**config.mk**
```make
export PLATFORM = sky130hd
export DESIGN_NAME = secded_decoder
export DESIGN_NICKNAME = d
export VERILOG_FILES = /design/src/rtl/secded_pkg.sv /design/src/rtl/secded_ctrl.sv /design/src/rtl/secded_datapath.sv /design/src/rtl/secded_decoder.sv
export SDC_FILE = /design/constraint.sdc
export NUM_CORES = 1
export LEC_CHECK = 0
export BUFFER_PORTS_ARGS = -buffer_cell sky130_fd_sc_hd__buf_4
export CAP_MARGIN = 5
export CORE_UTILIZATION = 33
export DETAILED_ROUTE_END_ITERATION = 12
export PLACE_DENSITY = 0.6
export SLEW_MARGIN = 25
export SYNTH_ARGS = -nofsm -noshare
export SYNTH_HDL_FRONTEND = slang
export SYNTH_SLANG_ARGS = --single-unit
export TNS_END_PERCENT = 10
```
**constraint.sdc**
```tcl
create_clock -name clk -period 0.8 [get_ports clk]
set_input_delay 0.16 -clock clk [delete_from_list [all_inputs] [get_ports clk]]
set_output_delay 0.16 -clock clk [all_outputs]
set_load 0.03 [all_outputs]
```
**src/rtl/secded_pkg.sv**
```systemverilog
package secded_pkg;
  localparam int DATA_W = 64;
  localparam int CHK_W  = 8;
  localparam int IDX_W  = $clog2(DATA_W);

  typedef enum logic [1:0] {
    KIND_CLEAN = 2'd0,
    KIND_DATA  = 2'd1,
    KIND_CHECK = 2'd2,
    KIND_FATAL = 2'd3
  } errKind_t;

  typedef struct packed {
    logic load;
  } ctlStrobe_t;

  // Parity-mask row for check bit i; bits 63:32 select high-word data.
  function automatic logic [DATA_W-1:0] rowMask(input int i);
    logic [DATA_W-1:0] m;
    case (i)
      0: m = 64'hf00fe11e_c33c0ff7;
      1: m = 64'h00ff00ff_00fff0ff;
      2: m = 64'h0f0f0f0f_0f0fff00;
      3: m = 64'h11113333_7777000f;
      4: m = 64'h22224444_8888222f;
      5: m = 64'h44448888_ffff4441;
      6: m = 64'h8888ffff_11118882;
      7: m = 64'hffff1111_22221114;
      default: m = '0;
    endcase
    return m;
  endfunction

  // Syndrome expected when data bit n alone is flipped.
  function automatic logic [CHK_W-1:0] column(input int n);
    logic [CHK_W-1:0] c;
    logic [DATA_W-1:0] m;
    for (int i = 0; i < CHK_W; i++) begin
      m = rowMask(i);
      c[i] = m[n];
    end
    return c;
  endfunction
endpackage

```
**src/rtl/secded_ctrl.sv**
```systemverilog
module secded_ctrl
  import secded_pkg::*;
(
  input  logic       clk,
  input  logic       rstN,
  input  logic       inValid,
  output ctlStrobe_t strobe,
  output logic       outValid
);
  always_comb begin
    strobe      = '0;
    strobe.load = inValid;
  end

  always_ff @(posedge clk or negedge rstN) begin
    if (!rstN) outValid <= 1'b0;
    else       outValid <= inValid;
  end
endmodule

```
**src/rtl/secded_datapath.sv**
```systemverilog
module secded_datapath
  import secded_pkg::*;
(
  input  logic              clk,
  input  logic              rstN,
  input  ctlStrobe_t        strobe,
  input  logic [DATA_W-1:0] inData,
  input  logic [CHK_W-1:0]  inCheck,
  output errKind_t          kindQ,
  output logic [IDX_W-1:0]  indexQ,
  output logic [CHK_W-1:0]  syndromeQ,
  output logic [DATA_W-1:0] dataQ,
  output logic [CHK_W-1:0]  checkQ
);
  logic [CHK_W-1:0] recomputed;
  logic [CHK_W-1:0] syndrome;
  logic [CHK_W-1:0] colTable [DATA_W];
  logic [DATA_W-1:0] colHit;

  // Parity trees, one per check row.
  generate
    for (genvar gc = 0; gc < CHK_W; gc++) begin : g_row
      assign recomputed[gc] = ^(inData & rowMask(gc));
    end
  endgenerate

  assign syndrome = recomputed ^ inCheck;

  // Column comparators, one per data position.
  generate
    for (genvar gn = 0; gn < DATA_W; gn++) begin : g_col
      assign colTable[gn] = column(gn);
      assign colHit[gn]   = (syndrome != '0) && (syndrome == colTable[gn]);
    end
  endgenerate

  logic [IDX_W-1:0] dataIdx;
  logic [IDX_W-1:0] chkIdx;
  logic             anyHit;
  logic             singleSet;
  errKind_t         kindD;
  logic [IDX_W-1:0] indexD;
  logic [DATA_W-1:0] dataD;
  logic [CHK_W-1:0]  checkD;

  always_comb begin
    dataIdx = '0;
    for (int n = DATA_W - 1; n >= 0; n--) begin
      if (colHit[n]) dataIdx = IDX_W'(n);
    end
    chkIdx = '0;
    for (int i = CHK_W - 1; i >= 0; i--) begin
      if (syndrome[i]) chkIdx = IDX_W'(i);
    end
    anyHit    = |colHit;
    singleSet = (syndrome != '0) && ((syndrome & (syndrome - 1'b1)) == '0);
  end

  always_comb begin
    kindD  = KIND_CLEAN;
    indexD = '0;
    dataD  = inData;
    checkD = inCheck;
    if (syndrome == '0) begin
      kindD = KIND_CLEAN;
    end else if (anyHit) begin
      kindD          = KIND_DATA;
      indexD         = dataIdx;
      dataD[dataIdx] = ~inData[dataIdx];
    end else if (singleSet) begin
      kindD  = KIND_CHECK;
      indexD = chkIdx;
      checkD = inCheck ^ (CHK_W'(1) << chkIdx);
    end else begin
      kindD = KIND_FATAL;
    end
  end

  always_ff @(posedge clk or negedge rstN) begin
    if (!rstN) begin
      kindQ     <= KIND_CLEAN;
      indexQ    <= '0;
      syndromeQ <= '0;
      dataQ     <= '0;
      checkQ    <= '0;
    end else if (strobe.load) begin
      kindQ     <= kindD;
      indexQ    <= indexD;
      syndromeQ <= syndrome;
      dataQ     <= dataD;
      checkQ    <= checkD;
    end
  end
endmodule

```
**src/rtl/secded_decoder.sv**
```systemverilog
module secded_decoder
  import secded_pkg::*;
(
  input  logic              clk,
  input  logic              rstN,
  input  logic              inValid,
  input  logic [DATA_W-1:0] inData,
  input  logic [CHK_W-1:0]  inCheck,
  output logic              outValid,
  output logic [1:0]        outKind,
  output logic [IDX_W-1:0]  outIndex,
  output logic [CHK_W-1:0]  outSyndrome,
  output logic [DATA_W-1:0] outData,
  output logic [CHK_W-1:0]  outCheck
);
  ctlStrobe_t strobe;
  errKind_t   kindW;

  secded_ctrl u_ctrl (
    .clk      (clk),
    .rstN     (rstN),
    .inValid  (inValid),
    .strobe   (strobe),
    .outValid (outValid)
  );

  secded_datapath u_dp (
    .clk       (clk),
    .rstN      (rstN),
    .strobe    (strobe),
    .inData    (inData),
    .inCheck   (inCheck),
    .kindQ     (kindW),
    .indexQ    (outIndex),
    .syndromeQ (outSyndrome),
    .dataQ     (outData),
    .checkQ    (outCheck)
  );

  assign outKind = kindW;
endmodule

```
==> results.txt, run 1 <==
- The core region is 23500 um^2.
- Final period demand of the worst path: 4450 ps
- In this run the horizontal extent of the chip is 157 um.
- After detailed routing, the number of remaining DRC violations is 0.
* Wirelength, routed: 39.5 mm
- Compared with the post-synthesis result, the final layout area differs by 74.3%.
- Share of synthesized flip-flops with an asynchronous set or reset: 100%
* Number of buffers created by CTS: 9
- Row generation in the floorplan step produced 56 rows.
* Maximum clock frequency: 0.225 GHz
- The critical path ends at u_dp.dataQ[36].
* Final nets: 1506
* Antenna violation net count after detailed routing: 0
* Arrival time at the worst endpoint: 4740 ps
* Top FF cell, synth: dfrtp_1
- Of all cell types, the one taking the most synthesized area is dfrtp_1.
- Clock latency on the worst-skew pair: 360 ps
- Layout cells sized above 1: 50.0%
- Setup violations remaining at the end of the flow were counted as 177.
- Worst-path fanout max: 8
- Detailed routing inserted a total of 9389 vias.
* HPWL Detailed: 31.5 mm
* Net count after synthesis: 1002
* Number of H-tree branching levels: 3
- Minimum setup slack among reg-to-reg paths: -20 ps
* DIE AREA: 24700 um^2
- For the worst flop-to-flop path, the logic depth is 2.
* Transition time at the pin with the least slew margin: 667 ps
- The number of antenna diodes in the final layout is 0.
- Each instance of the synthesized netlist takes up on average 8.57 um^2.
* Path category of the worst min-delay check: in2reg
- Critical register-to-register path endpoint: u_dp.dataQ[47]
- The flow ran to the end, but the final reports show violations.
- The final max-slew violation count came to 0.
- Crit. Startpoint: inData[6]
* Mapped Cells: 927
- Leading cell types in the layout, fill and taps excluded: buf_4, nor2_1, buf_6
- Worst-path cell chain: buf_4 -> xnor2_2 -> xnor3_2 -> xnor3_2 -> xnor2_4 -> buf_6 -> and3_4 -> o211a_1 -> and3_4 -> or4b_4 -> a2111o_1 -> nor2_4 -> mux2_4 -> nor3_4 -> nor4_2 -> and4bb_4 -> buf_6 -> buf_12 -> a31oi_1
* Count of synthesis-stage warnings from yosys: 0
- In this design, the stage delay of the slowest critical-path cell is 490 ps.
- Type of destination of the critical path: register
- Flops & latches, synth: 89
- For the final routed database, the setup TNS stands at -295960 ps.
- Portion of the post-synthesis area used by sequential elements: 28.0%
* Clock Skews: 0 ps
- OpenSTA, run right after detailed placement, puts the worst setup slack at -4250 ps.
- Number of different library cells in the post-synthesis netlist: 84
- Clock-pin slew was measured on the worst setup and hold paths at 70 ps.
- After global routing the overflow that remains totals 0.
* First-pass GRT wire length: 57.0 mm
* Biggest area contributors in the synthesized netlist: dfrtp_1, xnor2_1, nor2_1
* Commonest non-fill, non-tap cell in the layout: buf_4
* Critical Path RT: 1090 ps
* Clk root buf: clkbuf_16
- Across the run, the number of max-cap violations was 0.
* Via density per instance: 5.35
- Setup WS post-layout: -3650 ps
- The final reports fail on setup timing.
- The synthesized design contains 0 enable-type register cells.
- Final hold analysis gives a worst-case slack of 109 ps.
- The critical path is of the in2reg type.
- The filler cells instantiated in the layout total 2128.
- Number of buffer cells added on primary ports: 163
- Maximum buffer depth of the clock tree: 2
- STA classifies the critical path startpoint as a primary input.
- Initial antenna violation count: 0
- Io pins: 164
* Starting density of the core: 33.7%
- From bottom edge to top edge, the die measures 157 um.
* Fraction of synthesized cell area taken by the top area cell type: 28.0%
- The number of failing hold endpoints at the final stage is 0.
- For this run, the total global-route usage over all layers was measured as 32.1%.
* Number of detailed-routing iterations run before antenna repair: 5
- The via count of the first global-routing pass is 9082.
- Reg2reg start: u_dp.dataQ[47]
- The first routing iteration left 954 violations.
- Max transition margin: 55.5%
* Cell Area, Synth: 7940 um^2
* TritonCTS sink count: 89
- The largest individual stage delay along the critical path comes from the cell xnor3_2.
* Clock tree from TritonCTS: done
- Unrepaired setup endpoints after global routing: true
- Gp weighted congestion: 1.05
* Per-cell routed wire length: 22.5 um
- Entering global routing, the biggest net connects 53 pins.
- Share of the cycle needed by the critical path after routing: 556%
==> repair_timing <==
action / CTS / global route
setup endpoints to repair: 177 / 177
setup buffers: 10 / 4
hold endpoints to repair: 88 / 0
pin swaps: 18 / 18
resized for setup: 174 / 61
hold buffers: 1 / 0
cloned: 2 / 0
==> per-stage QoR <==
stage,utilization (%),area [um^2],instances
6_report,58.8,13800,1755
5_1_grt,58.8,13800,1755
4_1_cts,57.3,13500,1751
3_5_place_dp,52.1,12300,1722
3_3_place_gp,52.1,12300,1722
2_1_floorplan,-,8010,927
==> synthesized netlist by cell type (all sizes together) (2+ instances only) <==
library cell,count
nor2,178
xnor2,105
a21oi,104
dfrtp,89
nand2,51
o21ai,38
clkbuf,31
nand3,29
xor2,26
xnor3,24
a31oi,23
nor3,22
mux2i,21
a21o,20
buf,19
mux2,14
nor4,13
inv,9
or3,9
nand4,8
a211oi,7
nand2b,7
o211ai,6
and3,5
o22ai,5
a2111oi,4
a211o,4
a22oi,4
o21a,4
a21boi,3
and4,3
o32ai,3
a32o,2
a41oi,2
and2,2
nand3b,2
nor2b,2
nor3b,2
o21bai,2
o31ai,2
or2,2
xor3,2
==> worst min-delay path by stage <==
stage | startpoint | endpoint | slack (ps) | cells past startpoint
after floorplan | rstN | u_ctrl.outValid | -140 | 0
after global placement | rstN | u_dp.dataQ[42] | 70 | 1
after detailed placement | rstN | u_dp.dataQ[33] | 70 | 1
after CTS | inCheck[0] | u_dp.checkQ[0] | 100 | 3
after global routing | inCheck[0] | u_dp.checkQ[0] | 120 | 3
final | inCheck[0] | u_dp.checkQ[0] | 110 | 3
==> metal layers <==
| layer | vias up | part of all wire, % | track usage [%] |
|---|---|---|---|
| li1 | 4314 | - | - |
| met1 | 4534 | 43 | 44.6 |
| met2 | 462 | 45 | 49.9 |
| met3 | 79 | 8.4 | 5.59 |
| met4 | 0 | 3.4 | 11.6 |
| met5 | - | 0 | 0 |
==> logic make-up after synthesis <==
kind of cell    Yosys count  share of synthesized area, %
mux                      36                          5.01
buf+inv                  59                          3.64
xor+xnor                157                          23.3
simple gates            342                          19.9
flops                    89                          28.0
compound gates          244                          20.1
==> registers in the layout, indices dropped and copies added (netlist names) <==
signal / count
u_ctrl.outValid: 1
u_dp.indexQ: 6
u_dp.syndromeQ: 8
u_dp.dataQ: 64
u_dp.kindQ: 2
u_dp.checkQ: 8
==> cell type report <==
type | count | area [um^2] | area share, %
multi-input combinational | 779 | 6150 | 44.4
timing repair buffer | 543 | 4710 | 34.0
sequential | 89 | 2230 | 16.1
tap | 319 | 399 | 2.88
clock buffer | 9 | 225 | 1.63
clock inverter | 7 | 98.8 | 0.714
inverter | 9 | 33.8 | 0.244
==> critical path: cells and delay by family <==
| family | cells | cell delay (ps) |
|---|---|---|
| AOI/OAI and AO/OA | 3 | 850 |
| xor gates and xnor gates | 4 | 1250 |
| buffers and inverters | 4 | 550 |
| muxes | 1 | 340 |
| and+or+nand+nor | 7 | 1560 |
Power of run 1 is not shown: default switching activity piles up to over one toggle a cycle in this logic, so the estimate is an artifact.
==> run 2, diff against run 1 <==
--- a/config.mk
+++ b/config.mk
@@ -6,10 +6,10 @@
 export NUM_CORES = 1
 export LEC_CHECK = 0
-export BUFFER_PORTS_ARGS = -buffer_cell sky130_fd_sc_hd__buf_4
+export BUFFER_PORTS_ARGS = -buffer_cell sky130_fd_sc_hd__buf_2
 export CAP_MARGIN = 5
 export CORE_UTILIZATION = 33
 export DETAILED_ROUTE_END_ITERATION = 12
 export PLACE_DENSITY = 0.6
-export SLEW_MARGIN = 25
+export SLEW_MARGIN = 20
 export SYNTH_ARGS = -nofsm -noshare
 export SYNTH_HDL_FRONTEND = slang
==> constraint.sdc (replaced) <==
create_clock -name clk -period 0.8 [get_ports clk]
set_input_delay 0.16 -clock clk [delete_from_list [all_inputs] [get_ports clk]]
set_output_delay 0.16 -clock clk [all_outputs]
set_load 0.01 [all_outputs]
==> run 2 against run 1 <==
- the flow still finishes with violations (setup timing)
- first-iteration DRC count shrank 15%
- sequential cell count is the same
- critical endpoint is now u_dp.dataQ[46]
- design area shrank 0.68%
- core utilization shrank 0.40 points
- die area is the same
==> results.txt, run 2 (synthesized netlist as in run 1, its figures left out) <==
- Run status: finished, violations left (unchanged).
- Violated checks: setup timing (unchanged)
- Gp weighted congestion: 1.02 (was 1.05)
- Post-layout instance count excluding filler cells: 1786 (was 1755)
- Number of cells on the worst hold path: 3 (unchanged)
- Final nets: 1537 (was 1506)
* HPWL Detailed: 30.6 mm (was 31.5 mm)
* Routed met3 length: 3.18 mm (was 3.33 mm)
- By instance count, the cell type seen most on the critical path is xnor2_2.
- The required time of the worst setup path is 1050 ps (was 1090 ps).
* Reg2reg start: u_dp.dataQ[59] (was u_dp.dataQ[47])
- The final routed wire length divided by cell count is 22.1 um (was 22.5 um).
- The number of antenna diodes is 0 (unchanged).
- First-pass GRT wire length: 56.0 mm (was 57.0 mm)
- Clock latency on the worst-skew pair: 360 ps (about the same)
- Setup-violating endpoint count in the final report: 177 (unchanged)
* Clock Skews: 0 ps (unchanged)
* End of the worst hold path: u_dp.checkQ[0] (unchanged)
* Maximum number of pins on one net before global-route repair: 53 (unchanged)
* Number of global-route vias before repair: 9106 (was 9082)
- The via count is 9626 (was 9389).
- Post-CTS clock slew at the launch and capture registers of the worst setup and hold paths: 70 ps (about the same)
- The share of cells above drive strength 1 was 52.1% (was 50.0%).
* Synthesis-to-finish area growth: 73.1% (was 74.3%)
- The category of cells accounting for the largest share of critical-path delay is XOR/XNOR gates (was simple AND/OR/NAND/NOR gates).
* DIE AREA: 24700 um^2 (unchanged)
* Clock tree from TritonCTS: done (unchanged)
- Largest registers: u_dp.dataQ (64), u_dp.checkQ (8), u_dp.syndromeQ (8) (unchanged)
- The overall routing resource usage came to 31.4% (was 32.1%).
- The cell at the root of the clock tree is clkbuf_16 (unchanged).
- The starting density of the core was 33.7% (unchanged).
- Length of routed met2 wiring: 17.6 mm (was 17.7 mm)
* Final cell utilization of the core: 58.4% (was 58.8%)
- Unrepaired setup endpoints after global routing: true (unchanged).
- TritonCTS sink count: 89 (unchanged)
- Initial antenna violation count: 0 (unchanged)
* Arrival time at the worst endpoint: 4700 ps (was 4740 ps)
- The slowest cell on the critical path was xnor3_2 (unchanged).
- Total buffers and inverters traversed by the critical path: 8 (was 4)
- The setup slack after placement came to -4320 ps (was -4250 ps).
- Worst-path fanout max: 8 (unchanged)
- Number of buffers created by CTS: 9 (unchanged)
- The flip-flop count of the largest register, all copies and words added is 64 (unchanged).
- Largest register by flop count: u_dp.dataQ (unchanged)
- The met1 layer wirelength in the final routing was 17.1 mm (was 17.2 mm).
- The uppermost layer routed is met4 (unchanged).
- Total global routing overflow: 0 (unchanged)
- Number of buffer cells added on primary ports: 163 (unchanged)
- Share of the cycle needed by the critical path after routing: 556% (about the same)
* DRT iter0 DRCs: 812 (was 954)
- Max transition margin: 54.8% (was 55.5%)
- Startpoint class of the critical path: primary input (unchanged)
- Max stage delay on crit path: 560 ps (was 490 ps)
* Worst-path cell chain: buf_2 -> xnor2_2 -> buf_4 -> xnor2_2 -> xnor2_2 -> xnor3_2 -> xor2_4 -> buf_12 -> buf_6 -> xnor2_2 -> nor4_2 -> a211oi_2 -> o211ai_1 -> nand4bb_1 -> buf_12 -> buf_6 -> mux2i_1 -> a32o_1 -> nor4_2 -> and4bb_4 -> buf_12 -> clkbuf_16 -> a31oi_2 (was buf_4 -> xnor2_2 -> xnor3_2 -> xnor3_2 -> xnor2_4 -> buf_6 -> and3_4 -> o211a_1 -> and3_4 -> or4b_4 -> a2111o_1 -> nor2_4 -> mux2_4 -> nor3_4 -> nor4_2 -> and4bb_4 -> buf_6 -> buf_12 -> a31oi_1)
* Number of detailed-routing iterations run before antenna repair: 5 (unchanged)
* Max capacitance violation total: 0 (unchanged)
- Class of the most critical setup path: in2reg (unchanged)
* Leading cell types in the layout, fill and taps excluded: buf_4, nor2_1, buf_2 (was buf_4, nor2_1, buf_6)
* Maximum clock frequency: 0.225 GHz (about the same)
* Number of rows created at floorplan: 56 (unchanged)
* Die extent in x: 157 um (unchanged)
- The count of antenna-violating nets left after detailed routing is 0 (unchanged).
- Area of the core region: 23500 um^2 (unchanged)
- Number of H-tree branching levels: 3 (unchanged)
- The worst setup slack for register-to-register paths is 0 ps (was -20 ps).
- Wirelength, routed: 39.5 mm (about the same)
- The capture instance of the worst register-to-register path was u_dp.dataQ[59] (was u_dp.dataQ[47]).
* Count of endpoints failing hold in the final timing report: 0 (unchanged)
- The number of remaining DRC errors came to 0 (unchanged).
- Min-delay src: inCheck[0] (unchanged)
- The measured slew at the worst slew-check pin was 674 ps (was 667 ps).
- Final period demand of the worst path: 4450 ps (about the same)
* Final count of pins violating max slew: 0 (unchanged)
* Number of instances in the placed design: 1725 (was 1722)
- The most frequent standard cell in the layout excluding fill and tap cells was buf_4 (unchanged).
* Die Y-Extent: 157 um (unchanged)
- The type of destination of the critical path is a register (unchanged).
* Maximum buffer depth of the clock tree: 2 (unchanged)
- The final worst slack came to -3650 ps (about the same).
- R2R depth: 2 (unchanged)
- The type of the most critical hold path was in2reg (unchanged).
* Via density per instance: 5.39 (was 5.35)
* Io pins: 164 (unchanged)
-- run 2: changes by cell type in the layout (fill, tap and decap cells not counted), sizes merged --
cell and change:
bufbuf +1, buf +27, clkbuf +3
-- run 2: repair_timing --
| item | 4_1_cts | 5_1_grt |
|---|---|---|
| pin swaps | 22 | 23 |
| hold buffers | 1 | 0 |
| endpoints found under the hold margin | 89 | 0 |
| gates resized for setup | 115 | 109 |
| setup endpoints to repair | 177 | 177 |
| cloned | 3 | 3 |
| buffers inserted | 23 | 17 |
-- run 2: metrics by stage --
step | TNS, ps | hold slack (ps) | instance area, um^2
after floorplan | -263710 | -136 | 8010
after global placement | -331290 | 20.0 | 11900
after detailed placement | -331160 | 16.8 | 11900
after CTS | -293610 | 159 | 13000
after global routing | -305720 | 128 | 13700
final | -294410 | 116 | 13700
-- run 2: area by class of cell --
type | instances | area, um^2
fillers | 2134 | 9800
multi-input cells | 779 | 6270
repair buffers | 574 | 4490
flip-flops and latches | 89 | 2230
well taps | 319 | 399
clock buffers | 9 | 225
clock inverters | 7 | 98.8
inverters | 9 | 33.8
-- run 2: how the worst max path moves through the flow --
stage | from | to | slack (ps) | cells after the start
floorplan | inData[21] | u_dp.dataQ[58] | -3440 | 16
global placement | inData[30] | u_dp.dataQ[55] | -4300 | 20
detailed placement | inData[30] | u_dp.dataQ[55] | -4320 | 20
CTS | inData[3] | u_dp.dataQ[29] | -3560 | 24
global route | inData[3] | u_dp.dataQ[46] | -3750 | 23
finish | inData[37] | u_dp.dataQ[46] | -3650 | 23
-- run 2: worst register-to-register path, cell delays in order (launching register included) --
cell	delay, ps
dfrtp_1	400
a21oi_1	250
a31oi_4	40
-- run 2: layer usage --
layer / vias to the layer above / GRT usage, %
met5: - / 0
met4: 0 / 14.0
met2: 514 / 48.1
met3: 95 / 5.15
met1: 4629 / 43.4
li1: 4388 / -
Power of run 2 is left out for the same reason.
